[src/rtl/vscan_pkg.sv]
package vscan_pkg;
  localparam int DEF_H_PIX       = 336;
  localparam int DEF_V_LINES     = 192;
  localparam int DEF_GROUP_LINES = 16;
  localparam int DEF_NIB_W       = 4;
  localparam int DEF_ADDR_W      = 14;
endpackage

[src/rtl/vscan_counters.sv]
module vscan_counters #(
  parameter int NIB_W         = 4,
  parameter int NIBS_PER_LINE = 84,
  parameter int GROUP_LINES   = 16,
  parameter int GROUPS        = 12,
  localparam int PH_W  = $clog2(NIB_W),
  localparam int NC_W  = $clog2(NIBS_PER_LINE),
  localparam int LG_W  = $clog2(GROUP_LINES),
  localparam int GR_W  = $clog2(GROUPS)
) (
  input  logic            clk,
  input  logic            rst,
  output logic [PH_W-1:0] phase,
  output logic [NC_W-1:0] nib,
  output logic [LG_W-1:0] lig,
  output logic [GR_W-1:0] grp
);
  logic ph_end, nib_end, lig_end, grp_end;
  assign ph_end  = (phase == PH_W'(NIB_W - 1));
  assign nib_end = (nib == NC_W'(NIBS_PER_LINE - 1));
  assign lig_end = (lig == LG_W'(GROUP_LINES - 1));
  assign grp_end = (grp == GR_W'(GROUPS - 1));

  always_ff @(posedge clk) begin
    if (rst) begin
      phase <= '0;
      nib   <= '0;
      lig   <= '0;
      grp   <= '0;
    end else begin
      phase <= ph_end ? '0 : phase + 1'b1;
      if (ph_end) begin
        nib <= nib_end ? '0 : nib + 1'b1;
        if (nib_end) begin
          lig <= lig_end ? '0 : lig + 1'b1;
          if (lig_end) grp <= grp_end ? '0 : grp + 1'b1;
        end
      end
    end
  end

  a_r10_group_range: assert property (@(posedge clk) disable iff (rst)
    grp <= GR_W'(GROUPS - 1));
  a_r4_nib_range: assert property (@(posedge clk) disable iff (rst)
    nib <= NC_W'(NIBS_PER_LINE - 1));
endmodule

[src/rtl/vscan_fetch_addr.sv]
module vscan_fetch_addr #(
  parameter int NIB_W         = 4,
  parameter int NIBS_PER_LINE = 84,
  parameter int GROUP_LINES   = 16,
  parameter int GROUPS        = 12,
  parameter int ADDR_W        = 14,
  localparam int PH_W  = $clog2(NIB_W),
  localparam int NC_W  = $clog2(NIBS_PER_LINE),
  localparam int LG_W  = $clog2(GROUP_LINES),
  localparam int GR_W  = $clog2(GROUPS),
  localparam int GROUP_STRIDE = NIBS_PER_LINE * GROUP_LINES
) (
  input  logic              clk,
  input  logic              rst,
  input  logic [PH_W-1:0]   phase,
  input  logic [NC_W-1:0]   nib,
  input  logic [LG_W-1:0]   lig,
  input  logic [GR_W-1:0]   grp,
  output logic              rd,
  output logic [ADDR_W-1:0] addr
);
  localparam logic [ADDR_W-1:0] STRIDE_C = ADDR_W'(GROUP_STRIDE);
  localparam logic [ADDR_W-1:0] STEP_C   = ADDR_W'(GROUP_LINES);

  assign rd   = !rst && (phase == '0);
  assign addr = ADDR_W'(grp) * STRIDE_C + ADDR_W'(lig) + ADDR_W'(nib) * STEP_C;

  a_r4_step_in_line: assert property (@(posedge clk) disable iff (rst)
    (rd && nib != '0) |-> addr == $past(addr, NIB_W) + STEP_C);
  a_r2_read_gap: assert property (@(posedge clk) disable iff (rst)
    rd |=> !rd);
  a_r10_frame_origin: assert property (@(posedge clk) disable iff (rst)
    (rd && nib == '0 && lig == '0 && grp == '0) |-> addr == '0);
endmodule

[src/rtl/vscan_serializer.sv]
module vscan_serializer #(
  parameter int NIB_W = 4
) (
  input  logic             clk,
  input  logic             rst,
  input  logic             rd,
  input  logic             load,
  input  logic [NIB_W-1:0] rdata,
  output logic             pix
);
  logic             rd_q;
  logic [NIB_W-1:0] hold;
  logic [NIB_W-1:0] sh;

  always_ff @(posedge clk) begin
    if (rst) begin
      rd_q <= 1'b0;
      hold <= '0;
      sh   <= '0;
    end else begin
      rd_q <= rd;
      if (rd_q) hold <= rdata;
      if (load) sh <= hold;
      else      sh <= {sh[NIB_W-2:0], 1'b0};
    end
  end

  assign pix = sh[NIB_W-1];

  a_r6_capture_before_load: assert property (@(posedge clk) disable iff (rst)
    rd_q |-> !load);
endmodule

[src/rtl/nibble_scan_fetcher.sv]
module nibble_scan_fetcher
  import vscan_pkg::*;
#(
  parameter int H_PIX       = DEF_H_PIX,
  parameter int V_LINES     = DEF_V_LINES,
  parameter int GROUP_LINES = DEF_GROUP_LINES,
  parameter int NIB_W       = DEF_NIB_W,
  parameter int ADDR_W      = DEF_ADDR_W
) (
  input  logic              clk,
  input  logic              rst,
  output logic              vram_rd,
  output logic [ADDR_W-1:0] vram_addr,
  input  logic [NIB_W-1:0]  vram_data,
  output logic              pix_data,
  output logic              pix_valid,
  output logic              line_start,
  output logic              frame_start
);
  localparam int NIBS_PER_LINE = H_PIX / NIB_W;
  localparam int GROUPS        = V_LINES / GROUP_LINES;
  localparam int PH_W = $clog2(NIB_W);
  localparam int NC_W = $clog2(NIBS_PER_LINE);
  localparam int LG_W = $clog2(GROUP_LINES);
  localparam int GR_W = $clog2(GROUPS);

  logic [PH_W-1:0] phase;
  logic [NC_W-1:0] nib;
  logic [LG_W-1:0] lig;
  logic [GR_W-1:0] grp;
  logic            load;

  vscan_counters #(
    .NIB_W(NIB_W), .NIBS_PER_LINE(NIBS_PER_LINE),
    .GROUP_LINES(GROUP_LINES), .GROUPS(GROUPS)
  ) u_cnt (
    .clk(clk), .rst(rst), .phase(phase), .nib(nib), .lig(lig), .grp(grp)
  );

  vscan_fetch_addr #(
    .NIB_W(NIB_W), .NIBS_PER_LINE(NIBS_PER_LINE),
    .GROUP_LINES(GROUP_LINES), .GROUPS(GROUPS), .ADDR_W(ADDR_W)
  ) u_addr (
    .clk(clk), .rst(rst), .phase(phase), .nib(nib), .lig(lig), .grp(grp),
    .rd(vram_rd), .addr(vram_addr)
  );

  assign load = (phase == PH_W'(NIB_W - 1));

  vscan_serializer #(.NIB_W(NIB_W)) u_ser (
    .clk(clk), .rst(rst), .rd(vram_rd), .load(load),
    .rdata(vram_data), .pix(pix_data)
  );

  always_ff @(posedge clk) begin
    if (rst) begin
      line_start  <= 1'b0;
      frame_start <= 1'b0;
      pix_valid   <= 1'b0;
    end else begin
      line_start  <= load && nib == '0;
      frame_start <= load && nib == '0 && lig == '0 && grp == '0;
      pix_valid   <= pix_valid | load;
    end
  end

  a_r8_frame_with_line: assert property (@(posedge clk) disable iff (rst)
    frame_start |-> line_start);
  a_r9_valid_sticky: assert property (@(posedge clk) disable iff (rst)
    pix_valid |=> pix_valid);
  a_r1_reset_quiet: assert property (@(posedge clk) disable iff (rst)
    $past(rst) |-> (!pix_valid && !line_start && !frame_start && !pix_data));
  a_r7_line_single: assert property (@(posedge clk) disable iff (rst)
    line_start |=> !line_start);
endmodule

[config.mk]
export PLATFORM = sky130hd
export DESIGN_NAME = nibble_scan_fetcher
export DESIGN_NICKNAME = d
export VERILOG_FILES = /design/src/rtl/vscan_pkg.sv /design/src/rtl/vscan_counters.sv /design/src/rtl/vscan_fetch_addr.sv /design/src/rtl/vscan_serializer.sv /design/src/rtl/nibble_scan_fetcher.sv
export SDC_FILE = /design/constraint.sdc
export NUM_CORES = 1
export LEC_CHECK = 0
export CAP_MARGIN = 20
export CORE_UTILIZATION = 28
export DETAILED_ROUTE_END_ITERATION = 8
export PLACE_DENSITY_LB_ADDON = 0.3
export SLEW_MARGIN = 5
export SYNTH_ARGS = -nofsm -noshare
export SYNTH_HDL_FRONTEND = slang
export SYNTH_SLANG_ARGS = --single-unit
[constraint.sdc]
create_clock -name clk -period 3.84 [get_ports clk]
set_input_delay 0.576 -clock clk [delete_from_list [all_inputs] [get_ports clk]]
set_output_delay 0.576 -clock clk [all_outputs]
set_load 0.02 [all_outputs]
# Yosys cells after proc, flatten, opt, wreduce, memory -nomap -nowiden
# Cells that the tools add are included.
# word_totals
out_inout_bits,19
ff_bits,29
input_bits,6
# classes
mux,4
eq_ne,4
add_sub_neg,6
mul,1
n_bitwise,2
reduce_logical,13
# op_table
cell,count
adder 14 x 11 -> 14 bit,1
adder 14 x 4 -> 14 bit,1
2-to-1 mux 4 bit,3
"adder 4 x 1 -> 4 bit, second input constant",2
"equality test 4 bit, second input constant",2
zero test 4 bit,2
"multiplier 4 x 5 -> 8 bit, second input constant",1
"adder 7 x 1 -> 7 bit, second input constant",1
"equality test 7 bit, second input constant",1
zero test 7 bit,1
2-to-1 mux 7 bit,1
logical AND 1 bit,4
OR reduction 2 bit,2
AND reduction 3 bit,1
"adder 2 x 1 -> 2 bit, second input constant",1
"equality test 2 bit, second input constant",1
zero test 2 bit,1
AND reduction 2 bit,1
zero test 1 bit,1
NOT 1 bit,1
OR 1 bit,1

# Longest topological paths before layout
# Gate-level depths: netlist (run 1).
# depth
word_depth,4
ltp_mapped,8
depth_no_buf,8

# Hierarchy
# A second synthesis (run 1) with hierarchy kept.
# hier_totals
hier_cells,181
hier_area_um2,1665.3
# by_module_without_submodules
module,cells_each,area_per_inst_um2,instances,seq_area_each_um2
vscan_counters,81,769.5,1,340.3
vscan_fetch_addr,60,484.2,1,0.0
vscan_serializer,28,300.3,1,180.2
nibble_scan_fetcher,12,111.4,1,60.1

# Worst setup path after synthesis (run 1)
# Ideal clock, no wire load.
# synth_path
path_type,register to output
from,register u_cnt.grp[3]
to,output port vram_addr[12]
t_arrival_ns,2.363
path_slack_ns,0.901
stages_incl_launch_ff,9
t_required_ns,3.264
path_buffers,0
cell_sequence,dfxtp_1 ha_1 fa_1 ha_1 ha_1 o21a_1 o31a_1 o21ai_0 xnor2_1
# synth_via
elab_chain_cells,3
# synth_lines
item,line,rtl
from (decl),vscan_counters.sv:16,output logic [GR_W-1:0] grp
from (signal assigned),vscan_counters.sv:36,if (lig_end) grp <= grp_end ? '0 : grp + 1'b1;
multiplier 4 x 5 -> 8 bit,vscan_fetch_addr.sv:26,assign addr = ADDR_W'(grp) * STRIDE_C + ADDR_W'(lig) + ADDR_W'(nib) * STEP_C;
adder 14 x 4 -> 14 bit,vscan_fetch_addr.sv:26,
adder 14 x 11 -> 14 bit,vscan_fetch_addr.sv:26,
to (decl),nibble_scan_fetcher.sv:13,"output logic [ADDR_W-1:0] vram_addr,"
# Every way passes these cells.

# Worst setup path in the final report (run 1)
# layout_path
from,register u_cnt.grp[3]
to,output port vram_addr[13]
# Same word-level chain as after synthesis.

==> results.md, run 1 <==
- Synthesized Nets: 208
- Worst Setup End Kind: output port
- CTS Buffer Depth: 2
- Cells after Synth: between 150 and 200
- GRT Residual Overflow: 0
- Clock Latency Late Sink: 280 ps
- Post-DR vias/cell: 4.65
- Critical Path AT: 3110 ps
- Final setup vio count: 0
- Syn avg cell area: 9.23 µm²
- Share of cells above drive strength 1: 7.77%
- Final worst-path cycle share: slightly below 100%
- Floorplan row count: 27
- Post-CTS setup buffer count: 0
- Highest clock rate: 0.271 GHz
- Most frequent cells in the layout: dfxtp_1, clkdlybuf4s50_1, nor2_1
- Unrepaired setup endpoints after global routing: false
- Vias: 1292
- TritonCTS Buffers: 5
- DRC viols: 0
- Buffers on Ports: 24
- Largest net degree at the start of global routing: 30
- Layout Nets: 232
- Sequential area share after synthesis: roughly a third
- Lkg Pwr: a little under 0.9 nW
- Routed wire length per instance: 11.3 µm
- Clock sink total: 29
- Final Wtd Congestion: 0.731
- Power per cell area: 334 nW/µm²
- Yosys reg bits: 29
- H-tree levels: 2
- R2R Setup Slk: 1930 ps
- Fin Hold WS: 463 ps
- CTS tree: done
- Post-synth EDFFs: 0
- Reg clk slew, reported paths: 70 ps
- Slew HR: 58.4%
- Initial antenna violation count: 0
- CP required: 3260 ps
- Gr usage total: 11.2%
- Fin. Hold Viols: 0
- Post_cts resized: 0
- First-pass GRT wire length: 5.36 mm
- Count of different cell masters after synthesis: 38
- Commonest non-fill, non-tap cell in the layout: dfxtp_1
- Post-Syn Area: 1670 µm²
- Diodes inserted: 0
- Clock skew: 10.9 ps
- Worst hold path class: flip-flop to flip-flop
- Ys Warns: 0
- Synth-to-layout area growth: 24.9%
- Starting Density: 29.6%
- Max FO, Critical Path: 8
- Width of the die: 79.2 µm
- Asr flop ratio synth: 0%
- Cts hold-fix bufs: 0
- Die height: between 70 and 80 µm
- Maximum vdd drop: 0.000196 V
- Max-slew violation count: 0
- Ys flop type: dfxtp_1
- Status: finished, final reports clean
- Initial drt markers: 27
- Die area: 6280 µm²
- Worst Tran Pin Value: 624 ps
- CTS root buffer: clkbuf_8
- Top area cells in the synthesized netlist: dfxtp_1, ha_1, mux2i_1
- Final critical-path required period: roughly 3700 ps
- Number of global-route vias before repair: 1136
- Final wirelength: 3.15 mm
- Num ports: 25
- Yosys top cell area share: 34.8%
- DR pass1 iterations: 4
- Post-synth top area cell: dfxtp_1
- Critical Path Start Type: flip-flop
- DRT antenna net count: 0
- Crit Path Category: flip-flop to output port
- DP HPWL: 2.30 mm
- Setup_tns: 0 ps
- MaxCap Viol Count: 0
- Core box area: roughly 5600 µm²
metal layers:
| metal | part of all wire, % | GRT usage [%] |
|---|---|---|
| met1 | 54 | 15.0 |
| met2 | 40 | 16.1 |
| met3 | 4.3 | 3.79 |
| met4 | 1.7 | 4.91 |
| met5 | 0 | 0 |
final timing paths:
check	from	endpoint	cells past startpoint
max	u_cnt.grp[3]	vram_addr[13]	8
min	u_cnt.phase[0]	u_cnt.phase[0]	1
max reg2reg	u_cnt.phase[0]	u_cnt.grp[2]	4
min reg2reg	u_cnt.phase[0]	u_cnt.phase[0]	1
final cells by class:
type | count | area [µm²]
multi-input combinational | 132 | 998
fill | 564 | 3560
clock buffer | 7 | 86.3
sequential | 29 | 583
inverter | 12 | 45.0
tap | 72 | 90.1
timing repair buffer | 25 | 253
clock inverter | 1 | 30.0
synthesized netlist by cell type, types with 4 or more instances:
master,count
nor2_1,21
xor2_1,4
mux2i_1,12
a21oi_1,6
nand2_1,8
ha_1,19
o21ai_0,7
dfxtp_1,29
xnor2_1,11
nor3_1,6
nor2b_1,5
inv_1,12
nand4_1,5
registers in the layout (all words and copies together) (netlist names):
register	count
u_cnt.grp	4
u_cnt.lig	4
frame_start	1
u_ser.rd_q	1
line_start	1
u_cnt.nib	7
u_ser.hold	4
u_ser.sh	4
u_cnt.phase	2
pix_valid	1
metrics by stage:
step | instance area [µm²] | power (mW) | util, % | instances | setup WS (ps)
final | 2090 | 0.698 | 37.0 | 278 | 151
after global routing | 2090 | 0.728 | 37.0 | 278 | 21.9
after CTS | 2080 | 0.705 | 36.8 | 278 | 25.8
after detailed placement | 1960 | 0.376 | 34.8 | 270 | 337
after global placement | 1960 | 0.375 | 34.8 | 270 | 397
after floorplan | 1670 | 0.357 | - | 181 | 901
logic make-up (layout without fill, tap and decap cells):
logic type | after synthesis | count (layout) | share of synthesized area, %
AND/OR/NAND/NOR | 61 | 61 | 19.3
adder cells (fa/ha/maj) | 21 | 21 | 16.6
buffers and inverters | 20 | 45 | 5.47
flip-flops | 29 | 29 | 34.8
AO/OA/AOI/OAI | 23 | 23 | 8.84
multiplexers | 12 | 12 | 7.19
XOR/XNOR | 15 | 15 | 7.86
worst max-delay path, cell delays in order, from the launching register on:
cell and delay [ps]:
dfxtp_2 400, ha_1 210, fa_1 440, ha_1 310, ha_1 300, or2_2 290
o2111ai_1 120, xnor2_1 140, clkdlybuf4s50_1 610
report_power, final:
group          switching, mW  total, mW  leakage [nW]  internal [mW]
combinational         0.0241     0.0498         0.588         0.0257
clock                  0.118      0.329        0.0585          0.211
sequential           0.00742      0.318         0.236          0.311
(Power assumes the default switching activity.)
==> run 2, diff against run 1 <==
Clock period 3.84 ns to 4.2 ns, I/O delays scaled along.
==> results.md, run 2 (same netlist as run 1, synthesis figures left out) <==
- Worst Setup End Kind: output port (unchanged)
- DRT antenna net count: 0 (unchanged)
- Pre-CTS setup slack: 652 ps (was 337 ps)
- Clock skew: 2.48 ps (was 10.9 ps)
- CP cell instances: ha_1 -> fa_1 -> ha_1 -> ha_1 -> o21a_1 -> o31a_1 -> o21ai_0 -> xnor2_1 -> clkdlybuf4s50_1 (was ha_1 -> fa_1 -> ha_1 -> ha_1 -> or2_2 -> o2111ai_1 -> xnor2_1 -> clkdlybuf4s50_1)
- Final wirelength: 3.07 mm (was 3.15 mm)
- Layout Nets: 232 (unchanged)
- Vias: 1265 (was 1292)
- Fill cell count: 577 (was 564)
- Worst path slowest cell: clkdlybuf4s50_1 (unchanged)
- Crit Path Category: flip-flop to output port (unchanged)
- MaxCap Viol Count: 0 (unchanged)
- Diodes inserted: 0 (unchanged)
- Power per cell area: 275 nW/µm² (was 334 nW/µm²)
- Final worst-path cycle share: 91.0%
- Initial drt markers: 36 (was 27)
- GRT Residual Overflow: 0 (unchanged)
- Post_cts resized: 0 (unchanged)
- Cts hold-fix bufs: 0 (unchanged)
- CP Buf/Inv Count: 1 (unchanged)
- DRC viols: 0 (unchanged)
- Synth-to-layout area growth: 22.6% (was 24.9%)
- Clock Latency Late Sink: 280 ps (about the same)
- Buffers on Ports: 24 (unchanged)
- Width of the die: 79.2 µm (unchanged)
- Worst Tran Pin Value: 645 ps (was 624 ps)
- Multi-input logic area: 998 µm² (unchanged)
- Sequential Area: 581 µm² (was 583 µm²)
- Slew HR: 57.0% (was 58.4%)
- First-pass GRT wire length: 5.24 mm (was 5.36 mm)
- CTS Buffer Depth: 2 (unchanged)
- Final critical-path required period: 3820 ps
- Most flop-heavy register: u_cnt.nib (unchanged)
- Post-DR vias/cell: 4.57 (was 4.65)
- DR pass1 iterations: 3 (was 4)
- Worst hold path class: flip-flop to flip-flop (unchanged)
- Critical Path Start Type: flip-flop (unchanged)
- Hold_sp: u_cnt.phase[0] (unchanged)
- Starting Density: 29.6% (unchanged)
- Gr usage total: 10.9% (was 11.2%)
- Reg2reg start: u_cnt.phase[0] (unchanged)
- Setup_tns: 0 ps (unchanged)
- Post-CTS setup buffer count: 0 (unchanged)
- Max-slew violation count: 0 (unchanged)
- Largest net degree at the start of global routing: 31 (was 30)
- Core box area: 5640 µm² (unchanged)
- Final Wtd Congestion: 0.735 (was 0.731)
- Reg clk slew, reported paths: 60 ps (was 70 ps)
- TritonCTS Buffers: 5 (unchanged)
- Crit path from: u_cnt.grp[3] (unchanged)
- Post-route worst setup slack: 377 ps (was 151 ps)
- Fin. Hold Viols: 0 (unchanged)
- Slowest stage delay, CP: 610 ps (about the same)
- Overall power: 0.563 mW (was 0.698 mW)
- Die area: 6280 µm² (unchanged)
- Lkg Pwr: 0.830 nW (was 0.883 nW)
- Critical Path AT: 3190 ps (was 3110 ps)
- Initial antenna violation count: 0 (unchanged)
- CTS tree: done (unchanged)
- Maximum vdd drop: 0.000189 V (was 0.000196 V)
- Share of cells above drive strength 1: 6.34% (was 7.77%)
- Num ports: 25 (unchanged)
- H-tree levels: 2 (unchanged)
- Number of global-route vias before repair: 1151 (was 1136)
- Post-layout util: 36.3% (was 37.0%)
- Final setup vio count: 0 (unchanged)
- CP required: 3570 ps (was 3260 ps)
- DP HPWL: 2.25 mm (was 2.30 mm)
- Floorplan row count: 27 (unchanged)
- Max reg flops: 7 (unchanged)
- Most repeated library cell on the critical path: ha_1 (unchanged)
- Most frequent cells in the layout: dfxtp_1, clkdlybuf4s50_1, nor2_1 (unchanged)
- Max FO, Critical Path: 8 (unchanged)
- Routed wire length per instance: 11.1 µm (was 11.3 µm)
- Die height: 79.2 µm (unchanged)
- Highest clock rate: approximately 0.26 GHz
- Unrepaired setup endpoints after global routing: false (unchanged)
- R2R Setup Slk: 2270 ps (was 1930 ps)
- Commonest non-fill, non-tap cell in the layout: dfxtp_1 (unchanged)
- Clock sink total: 29 (unchanged)
- CTS root buffer: clkbuf_8 (unchanged)
- Worst path top cell family by delay: adder cells (unchanged)
- Status: finished, final reports clean (unchanged)
[run 2: final timing paths]
path         depth (start not counted)        endpoint
max reg2reg                          4    u_cnt.lig[0]
max                                  9   vram_addr[12]
min                                  1  u_cnt.phase[0]
min reg2reg                          1  u_cnt.phase[0]
[run 2: layout make-up]
cell class / instances / area share [%]
Multi-Input combinational cell: 132 / 48.7
Sequential cell: 29 / 28.3
Timing Repair Buffer: 25 / 12.1
Tap cell: 72 / 4.40
Clock buffer: 7 / 4.22
Inverter: 12 / 2.20
[run 2: worst register-to-register path: stages (launching register included)]
cell and delay, ps:
dfxtp_1 350, ha_1 580, and3_1 580, xnor2_1 150
a211oi_2 200
[run 2: power breakdown]
| part | switching (mW) | internal, mW | total [mW] |
|---|---|---|---|
| logic | 0.0210 | 0.0234 | 0.0443 |
| clock network | 0.0978 | 0.130 | 0.227 |
| registers | 0.00671 | 0.285 | 0.291 |
[run 2: metal layers]
layer	routed length, µm	global-route usage, %	vias to the layer above	share of wire, %
li1	-	-	671	-
met2	1340	16.0	18	44
met3	121	3.79	8	3.9
met5	0	0	-	0
met4	54	4.91	0	1.8
met1	1560	14.1	568	51
[run 2: stage by stage]
stage          cell area (µm²)  hold WS, ps  cells
2_1_floorplan             1670          427    181
3_3_place_gp              1960          444    270
3_5_place_dp              1960          447    270
4_1_cts                   2050          456    277
5_1_grt                   2050          477    277
6_report                  2050          457    277
